--- src/rtl/irq_share_pkg.sv ---
package irq_share_pkg;
    typedef enum logic [1:0] {
        ST_IDLE    = 2'd0,
        ST_DELIVER = 2'd1,
        ST_HOLD    = 2'd2
    } ack_state_t;

    localparam int SRC_N     = 3;
    localparam int SRC_KBD   = 0;
    localparam int SRC_AUX   = 1;
    localparam int SRC_ALARM = 2;

    localparam logic [1:0] SEL_STATUS = 2'd0;
    localparam logic [1:0] SEL_MASK   = 2'd1;
    localparam logic [1:0] SEL_BASE   = 2'd2;

    localparam int STAT_LSB  = 2;
    localparam int BASE_LSB  = 3;
endpackage

--- src/rtl/irq_edge_latch.sv ---
module irq_edge_latch (
    input  logic clk,
    input  logic rst_n,
    input  logic src_i,
    input  logic clr_i,
    output logic pend_o
);
    logic prev_q;
    logic rise;

    assign rise = src_i & ~prev_q;

    always_ff @(posedge clk) begin
        if (!rst_n) begin
            prev_q <= 1'b0;
            pend_o <= 1'b0;
        end else begin
            prev_q <= src_i;
            pend_o <= rise | (pend_o & ~clr_i);
        end
    end
endmodule

--- src/rtl/irq_cfg_regs.sv ---
module irq_cfg_regs
    import irq_share_pkg::*;
#(
    parameter int          DATA_W     = 8,
    parameter logic [7:0]  BASE_RESET = 8'h08
) (
    input  logic              clk,
    input  logic              rst_n,
    input  logic [1:0]        reg_sel_i,
    input  logic              reg_wr_i,
    input  logic [DATA_W-1:0] reg_wdata_i,
    input  logic [SRC_N-1:0]  pend_i,
    output logic              alarm_mask_o,
    output logic [DATA_W-1:0] reg_rdata_o
);
    localparam int BASE_W = DATA_W - BASE_LSB;

    logic [BASE_W-1:0] base_q;

    always_ff @(posedge clk) begin
        if (!rst_n) begin
            alarm_mask_o <= 1'b1;
            base_q       <= BASE_RESET[DATA_W-1:BASE_LSB];
        end else if (reg_wr_i) begin
            if (reg_sel_i == SEL_MASK) alarm_mask_o <= reg_wdata_i[0];
            if (reg_sel_i == SEL_BASE) base_q <= reg_wdata_i[DATA_W-1:BASE_LSB];
        end
    end

    always_comb begin
        reg_rdata_o = '0;
        unique case (reg_sel_i)
            SEL_STATUS: reg_rdata_o[STAT_LSB +: SRC_N] = pend_i;
            SEL_MASK:   reg_rdata_o[0] = alarm_mask_o;
            SEL_BASE:   reg_rdata_o[DATA_W-1:BASE_LSB] = base_q;
            default:    reg_rdata_o = '0;
        endcase
    end
endmodule

--- src/rtl/irq_ack_fsm.sv ---
module irq_ack_fsm
    import irq_share_pkg::*;
#(
    parameter int               DATA_W    = 8,
    parameter logic [DATA_W-1:0] FIXED_VEC = 8'h71
) (
    input  logic              clk,
    input  logic              rst_n,
    input  logic              inta_i,
    output logic              vec_valid_o,
    output logic [DATA_W-1:0] vec_o
);
    ack_state_t state_q, state_d;

    always_ff @(posedge clk) begin
        if (!rst_n) state_q <= ST_IDLE;
        else        state_q <= state_d;
    end

    always_comb begin
        state_d = state_q;
        unique case (state_q)
            ST_IDLE:    if (inta_i) state_d = ST_DELIVER;
            ST_DELIVER: state_d = inta_i ? ST_HOLD : ST_IDLE;
            ST_HOLD:    if (!inta_i) state_d = ST_IDLE;
            default:    state_d = ST_IDLE;
        endcase
    end

    always_comb begin
        vec_valid_o = (state_q == ST_DELIVER);
        vec_o       = vec_valid_o ? FIXED_VEC : '0;
    end
endmodule

--- src/rtl/irq_share_unit.sv ---
module irq_share_unit
    import irq_share_pkg::*;
#(
    parameter int          DATA_W     = 8,
    parameter logic [7:0]  FIXED_VEC  = 8'h71,
    parameter logic [7:0]  BASE_RESET = 8'h08
) (
    input  logic              clk,
    input  logic              rst_n,
    input  logic              src_kbd_i,
    input  logic              src_aux_i,
    input  logic              src_alarm_i,
    input  logic              clr_kbd_i,
    input  logic              clr_aux_i,
    input  logic              clr_alarm_i,
    input  logic [1:0]        reg_sel_i,
    input  logic              reg_wr_i,
    input  logic [DATA_W-1:0] reg_wdata_i,
    output logic [DATA_W-1:0] reg_rdata_o,
    output logic              irq_o,
    input  logic              inta_i,
    output logic              vec_valid_o,
    output logic [DATA_W-1:0] vec_o
);
    logic [SRC_N-1:0] src_v, clr_v, pend_v, enable_v;
    logic             alarm_mask;

    assign src_v = {src_alarm_i, src_aux_i, src_kbd_i};
    assign clr_v = {clr_alarm_i, clr_aux_i, clr_kbd_i};

    for (genvar i = 0; i < SRC_N; i++) begin : g_src
        irq_edge_latch u_latch (
            .clk    (clk),
            .rst_n  (rst_n),
            .src_i  (src_v[i]),
            .clr_i  (clr_v[i]),
            .pend_o (pend_v[i])
        );
        if (i == SRC_ALARM) begin : g_masked
            assign enable_v[i] = ~alarm_mask;
        end else begin : g_open
            assign enable_v[i] = 1'b1;
        end
    end

    assign irq_o = |(pend_v & enable_v);

    irq_cfg_regs #(.DATA_W(DATA_W), .BASE_RESET(BASE_RESET)) u_regs (
        .clk          (clk),
        .rst_n        (rst_n),
        .reg_sel_i    (reg_sel_i),
        .reg_wr_i     (reg_wr_i),
        .reg_wdata_i  (reg_wdata_i),
        .pend_i       (pend_v),
        .alarm_mask_o (alarm_mask),
        .reg_rdata_o  (reg_rdata_o)
    );

    irq_ack_fsm #(.DATA_W(DATA_W), .FIXED_VEC(FIXED_VEC[DATA_W-1:0])) u_ack (
        .clk         (clk),
        .rst_n       (rst_n),
        .inta_i      (inta_i),
        .vec_valid_o (vec_valid_o),
        .vec_o       (vec_o)
    );
endmodule

--- config.mk ---
export PLATFORM = sky130hd
export DESIGN_NAME = irq_share_unit
export DESIGN_NICKNAME = d
export VERILOG_FILES = /design/src/rtl/irq_share_pkg.sv /design/src/rtl/irq_edge_latch.sv /design/src/rtl/irq_cfg_regs.sv /design/src/rtl/irq_ack_fsm.sv /design/src/rtl/irq_share_unit.sv
export SDC_FILE = /design/constraint.sdc
export NUM_CORES = 1
export LEC_CHECK = 0
export BUFFER_PORTS_ARGS = -buffer_cell sky130_fd_sc_hd__clkbuf_2
export CAP_MARGIN = 30
export CELL_PAD_IN_SITES_DETAIL_PLACEMENT = 0
export CELL_PAD_IN_SITES_GLOBAL_PLACEMENT = 1
export CORE_MARGIN = 2
export CORE_UTILIZATION = 30
export DETAILED_ROUTE_END_ITERATION = 12
export GPL_TIMING_DRIVEN = 0
export PLACE_DENSITY = 0.8
export SLEW_MARGIN = 20
export SYNTH_ARGS = -nofsm -noshare
export SYNTH_HDL_FRONTEND = slang
export SYNTH_HIERARCHICAL = 1
export SYNTH_SLANG_ARGS = --single-unit
--- constraint.sdc ---
create_clock -name clk -period 1.55 [get_ports clk]
set_input_delay 0 -clock clk [delete_from_list [all_inputs] [get_ports clk]]
set_output_delay 0 -clock clk [all_outputs]
set_load 0.02 [all_outputs]
==> results of run 1 <==
==> metrics by stage <==
step                hold WS (ns)  worst slack (ns)
floorplan                 0.0798             0.659
global placement           0.221             0.698
detailed placement         0.227             0.668
CTS                       0.0129             0.349
global route              0.0156             0.304
finish                    0.0145             0.368
==> synthesized netlist by cell type <==
library cell and instances:
sky130_fd_sc_hd__nor3_1 1, sky130_fd_sc_hd__buf_1 1, sky130_fd_sc_hd__buf_4 9, sky130_fd_sc_hd__nand4b_1 2, sky130_fd_sc_hd__and2_1 6, sky130_fd_sc_hd__inv_1 3, sky130_fd_sc_hd__o21ai_1 1, sky130_fd_sc_hd__o211ai_1 2
sky130_fd_sc_hd__dfxtp_1 14, sky130_fd_sc_hd__nor2_1 4, sky130_fd_sc_hd__xnor2_1 1, sky130_fd_sc_hd__nand2_1 9, sky130_fd_sc_hd__and3b_1 1, sky130_fd_sc_hd__nand2b_1 6, sky130_fd_sc_hd__and2b_2 2, sky130_fd_sc_hd__and3b_2 1
sky130_fd_sc_hd__a21boi_2 3, sky130_fd_sc_hd__conb_1 2, sky130_fd_sc_hd__buf_2 1, sky130_fd_sc_hd__nor3b_1 2, sky130_fd_sc_hd__mux2i_1 6, sky130_fd_sc_hd__buf_6 1
==> power by group <==
| part | switching, uW | total [uW] | internal (uW) |
|---|---|---|---|
| Combinational | 85.1 | 178 | 92.7 |
| Clock | 115 | 258 | 143 |
| Sequential | 9.60 | 387 | 378 |
| Total | 210 | 823 | 613 |
==> what timing repair did <==
action	CTS	global route
endpoints found under the setup margin	0	0
endpoints found under the hold margin	12	0
hold buffers	11	0
resized for setup	0	0
==> flip-flops by register name, indices dropped and copies added (netlist names) <==
signal	cells
u_ack/state_q	2
g_src.u_latch/pend_o	3
u_regs/base_q	5
g_src.u_latch/prev_q	3
u_regs/alarm_mask_o	1
==> per-layer routing <==
metal | global-route usage, % | share of wire [%] | vias up
met5 | 0 | 0 | -
met4 | 8.55 | 1.3 | 0
met3 | 3.14 | 4.9 | 2
met2 | 18.3 | 48 | 14
met1 | 12.7 | 45 | 277
li1 | - | - | 334
==> logic make-up after synthesis <==
family,Yosys count
compound gates,6
buf+inv,15
mux,6
xor+xnor,1
flops,14
simple gates,34
other cells,2
==> layout make-up <==
cell class	instances	area (um^2)
Buffer	12	87.6
Multi-Input combinational cell	52	339
Tap cell	28	35.0
Timing Repair Buffer	40	255
Fill cell	226	1170
Clock buffer	4	36.3
Sequential cell	14	280
Inverter	3	11.3
==> critical path, cell delays in order (launching register included) <==
cell and delay (ns):
sky130_fd_sc_hd__dfxtp_1 0.38, sky130_fd_sc_hd__and2b_2 0.26, sky130_fd_sc_hd__buf_4 0.13, sky130_fd_sc_hd__clkbuf_2 0.14
==> path summary, 6_finish.rpt <==
check             cells past startpoint          endpoint  slack (ns)             start
setup / recovery                      3          vec_o[6]        0.37  u_ack/state_q[1]
hold / removal                        3  u_regs/base_q[0]        0.01    reg_wdata_i[3]
setup reg to reg                      2  u_ack/state_q[1]        0.90  u_ack/state_q[1]
hold reg to reg                       2  u_regs/base_q[2]        0.46  u_regs/base_q[2]
==> insert_results.sql, run 1 <==
INSERT INTO impl_metrics (metric_group, metric, value, unit) VALUES
('outcome', 'run_status', 'complete, no violations', ''),
('yosys', 'synth_fa_ha_area_share', '0', '%'),
('yosys', 'synthXorXnorAreaFrac', '1.24', '%'),
('drt', 'vias_per_cell', '4.10', ''),
('floorplanning', 'num_rows', '17', ''),
('critical_path', 'timing.critical_path.arrival', '1.18', 'ns'),
('placed_design', 'dp.final_hpwl', '1070', 'um'),
('placed_design', 'globalplace.congestion', '0.624', ''),
('critical_path', 'worstSetupStartpointType', 'register', ''),
('final_layout', 'postLayoutCoreUtil', '47.2', '%'),
('min_path', 'min-delay-path-class', 'input port to register', ''),
('yosys', 'yosys_register_bits', '14', ''),
('drt', 'drcViolationCount', '0', ''),
('placed_design', 'dp.cells', '138', ''),
('power', 'pwr_per_cell_area', '788', 'nW/um^2'),
('yosys', 'postSynthCellCount', '78', ''),
('global_routing', 'grt_pass1_vias', '592', ''),
('cts', 'clock_slew_seen_by_the_registers_of_the_worst_setup_and_hold_paths', '0.09', 'ns'),
('placed_design', 'count_of_input_and_output_buffers', '29', ''),
('sta', 'finalCritPeriodShare', '76.2', '%'),
('yosys', 'number_of_different_library_cells_in_the_post_synthesis_netlist', '22', ''),
('yosys', 'synth_area_per_cell', '9.06', 'um^2'),
('yosys', 'post_synthesis_cell_area', '707', 'um^2'),
('cts', 'cts_buffers', '3', ''),
('sta', 'peak_clock_frequency_supported_by_timing', '846', 'MHz'),
('global_routing', 'total_global_routing_overflow', '0', ''),
('cts', 'post_cts_setup_repair_bufs', '0', ''),
('global_routing', 'grt.total_usage', '11.4', '%'),
('yosys', 'synth_compound_area_share', '7.61', '%'),
('drt', 'final_antenna_net_count', '0', ''),
('run', 'cap_violations', '0', ''),
('sta', 'finalWorstPathRequiredPeriod', '1.18', 'ns'),
('final_layout', 'antennaDiodeCount', '0', ''),
('cts', 'htree_levels', '1', ''),
('yosys', 'synth_top_family_by_area', 'simple AND/OR/NAND/NOR gates', ''),
('floorplanning', 'fp.coreArea', '2210', 'um^2'),
('critical_path', 'cp_max_fo', '5', ''),
('final_layout', 'drive_gt1_share', '40.0', '%'),
('power', 'ir_worst_vdd', '403', 'uV'),
('power', 'totalPowerFinal', '823', 'uW'),
('global_routing', 'first_pass_grt_wire_length', '2280', 'um'),
('final_layout', 'design_area', '1040', 'um^2'),
('placed_design', 'placed_cell_area', '898', 'um^2'),
('final_layout', 'nNetsFinal', '146', ''),
('floorplanning', 'start_util', '32.0', '%'),
('drt', 'detail_route.first_pass.iterations', '4', ''),
('sta', 'final_hold_viol_count', '0', ''),
('final_layout', 'final_common_cell', 'sky130_fd_sc_hd__clkbuf_2', ''),
('cts', 'tritoncts_num_sinks', '14', ''),
('sta', 'skew', '0.00134', 'ns'),
('critical_path', 'critPathCaptureType', 'primary output', ''),
('critical_path', 'worst_ep_required_time', '1.55', 'ns'),
('floorplanning', 'die_area', '2760', 'um^2'),
('global_routing', 'grt_start_max_net_pins', '11', ''),
('power', 'power.leakage', '0.000522', 'uW'),
('yosys', 'yosysTopAreaCellShare', '39.6', '%'),
('yosys', 'post_synth_and_or_nand_nor_area_fraction', '28.0', '%'),
('floorplanning', 'die-width', '52.5', 'um'),
('critical_path', 'criticalPathCategory', 'register to primary output', ''),
('yosys', 'synth.yosys.seq_area_share', '39.6', '%'),
('sta', 'timing.final.setup_violations', '0', ''),
('cts', 'cts.path.max_buffers', '2', ''),
('floorplanning', 'die_y', '52.5', 'um'),
('global_routing', 'number_of_antenna_violations_at_the_first_check_in_global_routing', '0', ''),
('drt', 'drt_iter0_drc', '8', ''),
('drt', 'wl', '1410', 'um'),
('drt', 'post_drt_wl_per_cell', '9.21', 'um'),
('sta', 'timing.setup.tns', '0', 'ns'),
('cts', 'cts_root_buffer', 'sky130_fd_sc_hd__clkbuf_4', ''),
('final_layout', 'fin_cells', '153', ''),
('yosys', 'synthTopCellsByArea', 'sky130_fd_sc_hd__dfxtp_1 40%, sky130_fd_sc_hd__buf_4 9.6%, sky130_fd_sc_hd__mux2i_1 8.5%', ''),
('sta', 'final_max_tran_viols', '0', ''),
('floorplanning', 'floorplan.io_pins', '38', ''),
('yosys', 'synth_mux_area_share', '8.50', '%'),
('final_layout', 'area.growth.synth_to_final', '47.8', '%'),
('yosys', 'yosys_warnings', '6', ''),
('cts', 'clock_insertion_delay_worst_skew', '0.27', 'ns'),
('yosys', 'synth_top_cell_by_area', 'sky130_fd_sc_hd__dfxtp_1', ''),
('final_layout', 'most_used_cells_in_the_layout_excluding_fill_and_tap_cells', '29 x sky130_fd_sc_hd__clkbuf_2, 14 x sky130_fd_sc_hd__dfxtp_1, 11 x sky130_fd_sc_hd__dlygate4sd3_1', ''),
('drt', 'vias', '627', ''),
('cts', 'cts_tree', 'done', ''),
('sta', 'rsz0062_at_grt', 'no', '');
No activity file was read; power rests on OpenSTA's default activity.
==> run 2, diff against run 1 <==
clock period = 1.1 ns   (was 1.55 ns; I/O delays follow)
==> run 2 against run 1 <==
Compared with the run above:
- register-to-register slack got worse by 0.52 ns
- wire length increased by 1.2%
- worst setup slack worse by 0.36 ns
- die area stayed put
- worst hold slack worse by 0.00077 ns
- largest cell class unchanged
- largest power group unchanged
==> insert_results.sql, run 2 (synthesis results as in run 1) <==
INSERT INTO impl_metrics (metric_group, metric, value, unit) VALUES
('sta', 'peak_clock_frequency_supported_by_timing', '913', 'MHz'),
('floorplanning', 'die-width', '52.5', 'um'),
('critical_path', 'worst_ep_required_time', '1.10', 'ns'),
('critical_path', 'criticalPathCategory', 'register to primary output', ''),
('cts', 'clock_slew_seen_by_the_registers_of_the_worst_setup_and_hold_paths', '0.09', 'ns'),
('final_layout', 'area.growth.synth_to_final', '54.9', '%'),
('outcome', 'run_status', 'complete, no violations', ''),
('critical_path', 'launch_instance_of_the_worst_register_to_register_path', 'u_ack/state_q[1]', ''),
('critical_path', 'reg2reg_setup_slack', '0.38', 'ns'),
('sta', 'finalCritPeriodShare', '99.6', '%'),
('sta', 'skew', '0.00234', 'ns'),
('drt', 'drcViolationCount', '0', ''),
('cts', 'cts.path.max_buffers', '2', ''),
('power', 'pwr_per_cell_area', '1080', 'nW/um^2'),
('critical_path', 'worstPathCellList', 'and2b_2 -> buf_4 -> buf_8', ''),
('final_layout', 'filler_cell_count', '217', ''),
('drt', 'drt_iter0_drc', '5', ''),
('power', 'power.leakage', '0.000539', 'uW'),
('run', 'cap_violations', '0', ''),
('cts', 'htree_levels', '1', ''),
('floorplanning', 'start_util', '32.0', '%'),
('sta', 'finalWorstPathRequiredPeriod', '1.10', 'ns'),
('drt', 'detailroute.wirelength.met2', '698', 'um'),
('placed_design', 'dp.final_hpwl', '1070', 'um'),
('final_layout', 'flip_flop_count_of_the_largest_register_all_copies_and_words_added', '5', ''),
('min_path', 'min-delay-path-class', 'input port to register', ''),
('critical_path', 'ff2ff_path_depth', '3', ''),
('global_routing', 'grt.total_usage', '11.5', '%'),
('drt', 'detail_route.first_pass.iterations', '4', ''),
('final_layout', 'top_register', 'u_regs/base_q', ''),
('floorplanning', 'floorplan.io_pins', '38', ''),
('placed_design', 'count_of_input_and_output_buffers', '29', ''),
('cts', 'cts_root_buffer', 'sky130_fd_sc_hd__clkbuf_4', ''),
('cts', 'cts_buffers', '3', ''),
('critical_path', 'rr_endpoint', 'u_ack/state_q[1]', ''),
('final_layout', 'postLayoutCoreUtil', '49.5', '%'),
('cts', 'cts_tree', 'done', ''),
('global_routing', 'grt_start_max_net_pins', '11', ''),
('drt', 'met1_length', '633', 'um'),
('final_layout', 'fin_cells', '154', ''),
('global_routing', 'number_of_antenna_violations_at_the_first_check_in_global_routing', '0', ''),
('placed_design', 'globalplace.congestion', '0.624', ''),
('final_layout', 'final_common_cell', 'sky130_fd_sc_hd__clkbuf_2', ''),
('floorplanning', 'die_area', '2760', 'um^2'),
('drt', 'met3_wirelength', '74', 'um'),
('sta', 'rsz0062_at_grt', 'yes', ''),
('drt', 'vias', '639', ''),
('final_layout', 'drive_gt1_share', '42.9', '%'),
('critical_path', 'timing.critical_path.arrival', '1.10', 'ns'),
('global_routing', 'first_pass_grt_wire_length', '2310', 'um'),
('global_routing', 'grt_pass1_vias', '601', ''),
('floorplanning', 'fp.coreArea', '2210', 'um^2'),
('drt', 'wl', '1430', 'um'),
('power', 'ir_worst_vdd', '570', 'uV'),
('sta', 'final_hold_viol_count', '0', ''),
('sta', 'timing.setup.tns', '0', 'ns'),
('critical_path', 'critPathCaptureType', 'primary output', ''),
('final_layout', 'largestRegisters', 'u_regs/base_q: 5 flops, g_src.u_latch/pend_o: 3 flops, g_src.u_latch/prev_q: 3 flops', ''),
('drt', 'post_drt_wl_per_cell', '9.26', 'um'),
('power', 'totalPowerFinal', '1180', 'uW'),
('final_layout', 'nNetsFinal', '147', ''),
('floorplanning', 'num_rows', '17', ''),
('cts', 'tritoncts_num_sinks', '14', ''),
('cts', 'clock_insertion_delay_worst_skew', '0.27', 'ns'),
('critical_path', 'worstSetupStartpointType', 'register', ''),
('critical_path', 'startpoint', 'u_ack/state_q[1]', ''),
('global_routing', 'total_global_routing_overflow', '0', ''),
('drt', 'vias_per_cell', '4.15', ''),
('critical_path', 'slowest_delay', '0.33', 'ns'),
('critical_path', 'worstSetupEndpoint', 'vec_o[5]', ''),
('floorplanning', 'die_y', '52.5', 'um'),
('final_layout', 'antennaDiodeCount', '0', ''),
('sta', 'final_max_tran_viols', '0', ''),
('drt', 'final_antenna_net_count', '0', ''),
('critical_path', 'cp_max_fo', '5', ''),
('placed_design', 'dp.cells', '138', ''),
('final_layout', 'most_used_cells_in_the_layout_excluding_fill_and_tap_cells', '24 x sky130_fd_sc_hd__clkbuf_2, 12 x sky130_fd_sc_hd__dfxtp_1, 11 x sky130_fd_sc_hd__dlygate4sd3_1, 11 x sky130_fd_sc_hd__buf_4, 9 x sky130_fd_sc_hd__nand2_1', ''),
('drt', 'top_layer', 'met4', ''),
('sta', 'timing.final.setup_violations', '0', ''),
('critical_path', 'timing.critical_path.slowest_stage_cell', 'sky130_fd_sc_hd__dfxtp_2', '');
## run 2: timing repair
item                                    4_1_cts  5_1_grt
setup buffers                                 1        0
hold buffers                                 11        0
endpoints found under the hold margin        12        0
resized for setup                             7       10
gates cloned                                  0        0
endpoints found under the setup margin        5        5
## run 2: area by class of cell
type | instances | area (um^2) | area share [%]
multi-input cells | 52 | 344 | 31.4
repair buffers | 41 | 298 | 27.2
flip-flops and latches | 14 | 283 | 25.8
plain buffers | 12 | 87.6 | 8.00
clock buffers | 4 | 36.3 | 3.31
well taps | 28 | 35.0 | 3.20
inverters | 3 | 11.3 | 1.03
## run 2: power by group
part / switching [uW] / total [uW] / internal [uW] / leakage (uW)
clock: 163 / 364 / 201 / 0.0000210
sequential: 12.8 / 546 / 533 / 0.000115
combinational: 125 / 274 / 149 / 0.000403
## run 2: worst max-delay path, delay by kind of cell (launching register included)
family                 cells  cell delay (ns)
buffers and inverters      2             0.26
and+or+nand+nor            1             0.24
DFF                        1             0.33
## run 2: per-stage QoR
| stage | hold slack, ns | setup slack, ns | area [um^2] |
|---|---|---|---|
| 2_1_floorplan | 0.0798 | 0.209 | 718 |
| 3_3_place_gp | 0.221 | 0.248 | 898 |
| 3_5_place_dp | 0.227 | 0.218 | 898 |
| 4_1_cts | 0.0130 | -0.0299 | 1080 |
| 5_1_grt | 0.0156 | -0.0427 | 1090 |
| 6_report | 0.0137 | 0.00484 | 1090 |
## run 2: worst min-delay path by stage
stage / slack (ns) / cells past startpoint / startpoint / to
6_report: 0.01 / 3 / reg_wdata_i[3] / u_regs/base_q[0]
5_1_grt: 0.02 / 3 / reg_wdata_i[3] / u_regs/base_q[0]
4_1_cts: 0.01 / 3 / reg_wdata_i[3] / u_regs/base_q[0]
3_5_place_dp: 0.23 / 2 / src_kbd_i / g_src[0].u_latch/prev_q
3_3_place_gp: 0.22 / 2 / src_kbd_i / g_src[0].u_latch/prev_q
2_1_floorplan: 0.08 / 1 / reg_sel_i[0] / reg_rdata_o[3]
## run 2: layer usage
| metal | up-vias | GRT usage, % |
|---|---|---|
| li1 | 335 | - |
| met5 | - | 0 |
| met1 | 286 | 13.0 |
| met3 | 2 | 3.14 |
| met4 | 0 | 8.55 |
| met2 | 16 | 18.3 |
==> run 3, diff against run 2 <==
BUFFER_PORTS_ARGS = not set   (was -buffer_cell sky130_fd_sc_hd__clkbuf_2)
DONT_BUFFER_PORTS = 1   (was not set)
PLACE_DENSITY = 0.61   (was 0.8)
==> run 3 against run 2 <==
Compared with the run above:
- sequential share of layout area is 1.1 points higher
- sequential cell count stayed put
- largest cell class is now multi-input combinational cells
- die area stayed put
- critical path type is now input port to register
==> insert_results.sql, run 3 (synthesis results as in run 1) <==
INSERT INTO impl_metrics (metric_group, metric, value, unit) VALUES
('global_routing', 'grt.total_usage', '11.4', '%'),
('global_routing', 'grt_pass1_vias', '514', ''),
('global_routing', 'grt_start_max_net_pins', '11', ''),
('final_layout', 'largestRegisters', 'u_regs/base_q: 5 flops, g_src.u_latch/pend_o: 3 flops, g_src.u_latch/prev_q: 3 flops', ''),
('placed_design', 'count_of_input_and_output_buffers', '0', ''),
('sta', 'rsz0062_at_grt', 'yes', ''),
('sta', 'timing.final.setup_violations', '0', ''),
('power', 'power.share.switching', '25.1', '%'),
('critical_path', 'timing.critical_path.slowest_stage_cell', 'sky130_fd_sc_hd__dlygate4sd3_1', ''),
('critical_path', 'crit_family', 'buffers and inverters', ''),
('drt', 'drt_iter0_drc', '5', ''),
('placed_design', 'pre_cts_ws', '0.118', 'ns'),
('critical_path', 'cp_max_fo', '2', ''),
('critical_path', 'slowest_delay', '0.55', 'ns'),
('critical_path', 'worstPathCellList', 'dlygate4sd3_1 -> and2_1 -> dlygate4sd3_1', ''),
('floorplanning', 'floorplan.io_pins', '38', ''),
('final_layout', 'drive_gt1_share', '25.2', '%'),
('sta', 'finalCritPeriodShare', '96.8', '%'),
('min_path', 'min-delay-path-class', 'input port to primary output', ''),
('sta', 'fin_worst_hold_slack', '0.0537', 'ns'),
('final_layout', 'flip_flop_count_of_the_largest_register_all_copies_and_words_added', '5', ''),
('final_layout', 'most_used_cells_in_the_layout_excluding_fill_and_tap_cells', '21 x sky130_fd_sc_hd__dlygate4sd3_1, 13 x sky130_fd_sc_hd__dfxtp_1, 9 x sky130_fd_sc_hd__nand2_1', ''),
('critical_path', 'timing.critical_path.arrival', '1.23', 'ns'),
('floorplanning', 'fp.coreArea', '2210', 'um^2'),
('run', 'cap_violations', '0', ''),
('final_layout', 'antennaDiodeCount', '0', ''),
('power', 'power_frac_comb', '21.4', '%'),
('floorplanning', 'start_util', '32.0', '%'),
('final_layout', 'postLayoutCoreUtil', '47.3', '%'),
('cts', 'cts_root_buffer', 'sky130_fd_sc_hd__clkbuf_4', ''),
('sta', 'final_hold_viol_count', '0', ''),
('sta', 'final_max_tran_viols', '0', ''),
('floorplanning', 'die_y', '52.5', 'um'),
('critical_path', 'worst_ep_required_time', '1.27', 'ns'),
('final_layout', 'top_register', 'u_regs/base_q', ''),
('power', 'power.share.sequential', '47.1', '%'),
('power', 'power.net_switching', '291', 'uW'),
('power', 'totalPowerFinal', '1160', 'uW'),
('drt', 'drcViolationCount', '0', ''),
('sta', 'peak_clock_frequency_supported_by_timing', '939', 'MHz'),
('cts', 'cts_buffers', '3', ''),
('critical_path', 'critical_path.most_common_cell', 'sky130_fd_sc_hd__dlygate4sd3_1', ''),
('drt', 'wl', '1440', 'um'),
('critical_path', 'worstSetupStartpointType', 'input port', ''),
('placed_design', 'globalplace.congestion', '0.607', ''),
('drt', 'vias_per_cell', '4.22', ''),
('cts', 'tritoncts_num_sinks', '14', ''),
('sta', 'fin_ws', '0.0349', 'ns'),
('cts', 'clock_slew_seen_by_the_registers_of_the_worst_setup_and_hold_paths', '0.08', 'ns'),
('critical_path', 'criticalPathCategory', 'input port to register', ''),
('outcome', 'run_status', 'complete, no violations', ''),
('drt', 'post_drt_wl_per_cell', '10.7', 'um'),
('placed_design', 'placed_cell_area', '753', 'um^2'),
('power', 'power.leakage', '0.000456', 'uW'),
('sta', 'finalWorstPathRequiredPeriod', '1.07', 'ns'),
('final_layout', 'nNetsFinal', '128', ''),
('final_layout', 'design_area', '1050', 'um^2'),
('drt', 'final_antenna_net_count', '0', ''),
('cts', 'clock_insertion_delay_worst_skew', '0.27', 'ns'),
('cts', 'htree_levels', '1', ''),
('global_routing', 'total_global_routing_overflow', '0', ''),
('power', 'ir_worst_vdd', '654', 'uV'),
('drt', 'detail_route.first_pass.iterations', '4', ''),
('critical_path', 'critPathCaptureType', 'register', ''),
('sta', 'skew', '0.000116', 'ns'),
('floorplanning', 'die-width', '52.5', 'um'),
('cts', 'cts.path.max_buffers', '2', ''),
('global_routing', 'first_pass_grt_wire_length', '2250', 'um'),
('floorplanning', 'num_rows', '17', ''),
('power', 'pwr_per_cell_area', '1110', 'nW/um^2'),
('floorplanning', 'die_area', '2760', 'um^2'),
('global_routing', 'number_of_antenna_violations_at_the_first_check_in_global_routing', '0', ''),
('power', 'internal_power', '867', 'uW'),
('power', 'clkPwrFrac', '31.5', '%'),
('cts', 'cts_tree', 'done', ''),
('final_layout', 'final_common_cell', 'sky130_fd_sc_hd__dlygate4sd3_1', ''),
('critical_path', 'cp_num_buf_inv', '2', ''),
('drt', 'vias', '570', ''),
('final_layout', 'area.growth.synth_to_final', '48.1', '%');
## run 3: cell count changes in the layout (fill, tap and decap cells not counted), sizes merged
cell / previous run / this run
clkbuf: 28 / 4
dlygate4sd3: 11 / 21
buf: 18 / 13
## run 3: final timing paths
path,to,start,cells after the start,slack (ns)
setup / recovery,g_src[2].u_latch/prev_q,src_alarm_i,3,0.03
hold / removal,reg_rdata_o[2],reg_sel_i[0],1,0.05
setup reg to reg,u_ack/state_q[1],u_ack/state_q[1],3,0.36
hold reg to reg,u_regs/base_q[2],u_regs/base_q[2],2,0.46
## run 3: routing by layer
| metal | vias up | share of wire [%] | GRT usage, % |
|---|---|---|---|
| li1 | 295 | - | - |
| met1 | 258 | 42 | 13.6 |
| met2 | 15 | 51 | 17.9 |
| met3 | 2 | 6.0 | 3.43 |
| met4 | 0 | 0.76 | 6.41 |
| met5 | - | 0 | 0 |
## run 3: metrics by stage
stage          std cells  setup TNS, ns
3_5_place_dp         109              0
4_1_cts              133       -0.00248
5_1_grt              135       -0.00749
6_report             135              0
2_1_floorplan         81              0
3_3_place_gp         109              0
## run 3: repair_timing
action,4_1_cts,5_1_grt
hold buffers,20,1
setup buffers,0,1
gates resized for setup,3,8
setup endpoints to repair,7,7
hold endpoints to repair,14,1
## run 3: power groups by stage
stage | Combinational [uW] | Sequential (uW) | Clock, uW
2_1_floorplan | 153 | 554 | 0
3_3_place_gp | 165 | 558 | 0
3_5_place_dp | 167 | 558 | 0
4_1_cts | 231 | 546 | 387
6_report | 248 | 546 | 364
5_1_grt | 267 | 549 | 405
## run 3: final cells by class
cell class / count / area (um^2)
tap: 28 / 35.0
timing repair buffer: 22 / 218
inverter: 3 / 11.3
fill: 221 / 1160
multi-input combinational: 52 / 363
buffer: 12 / 103
sequential: 14 / 282
clock buffer: 4 / 36.3
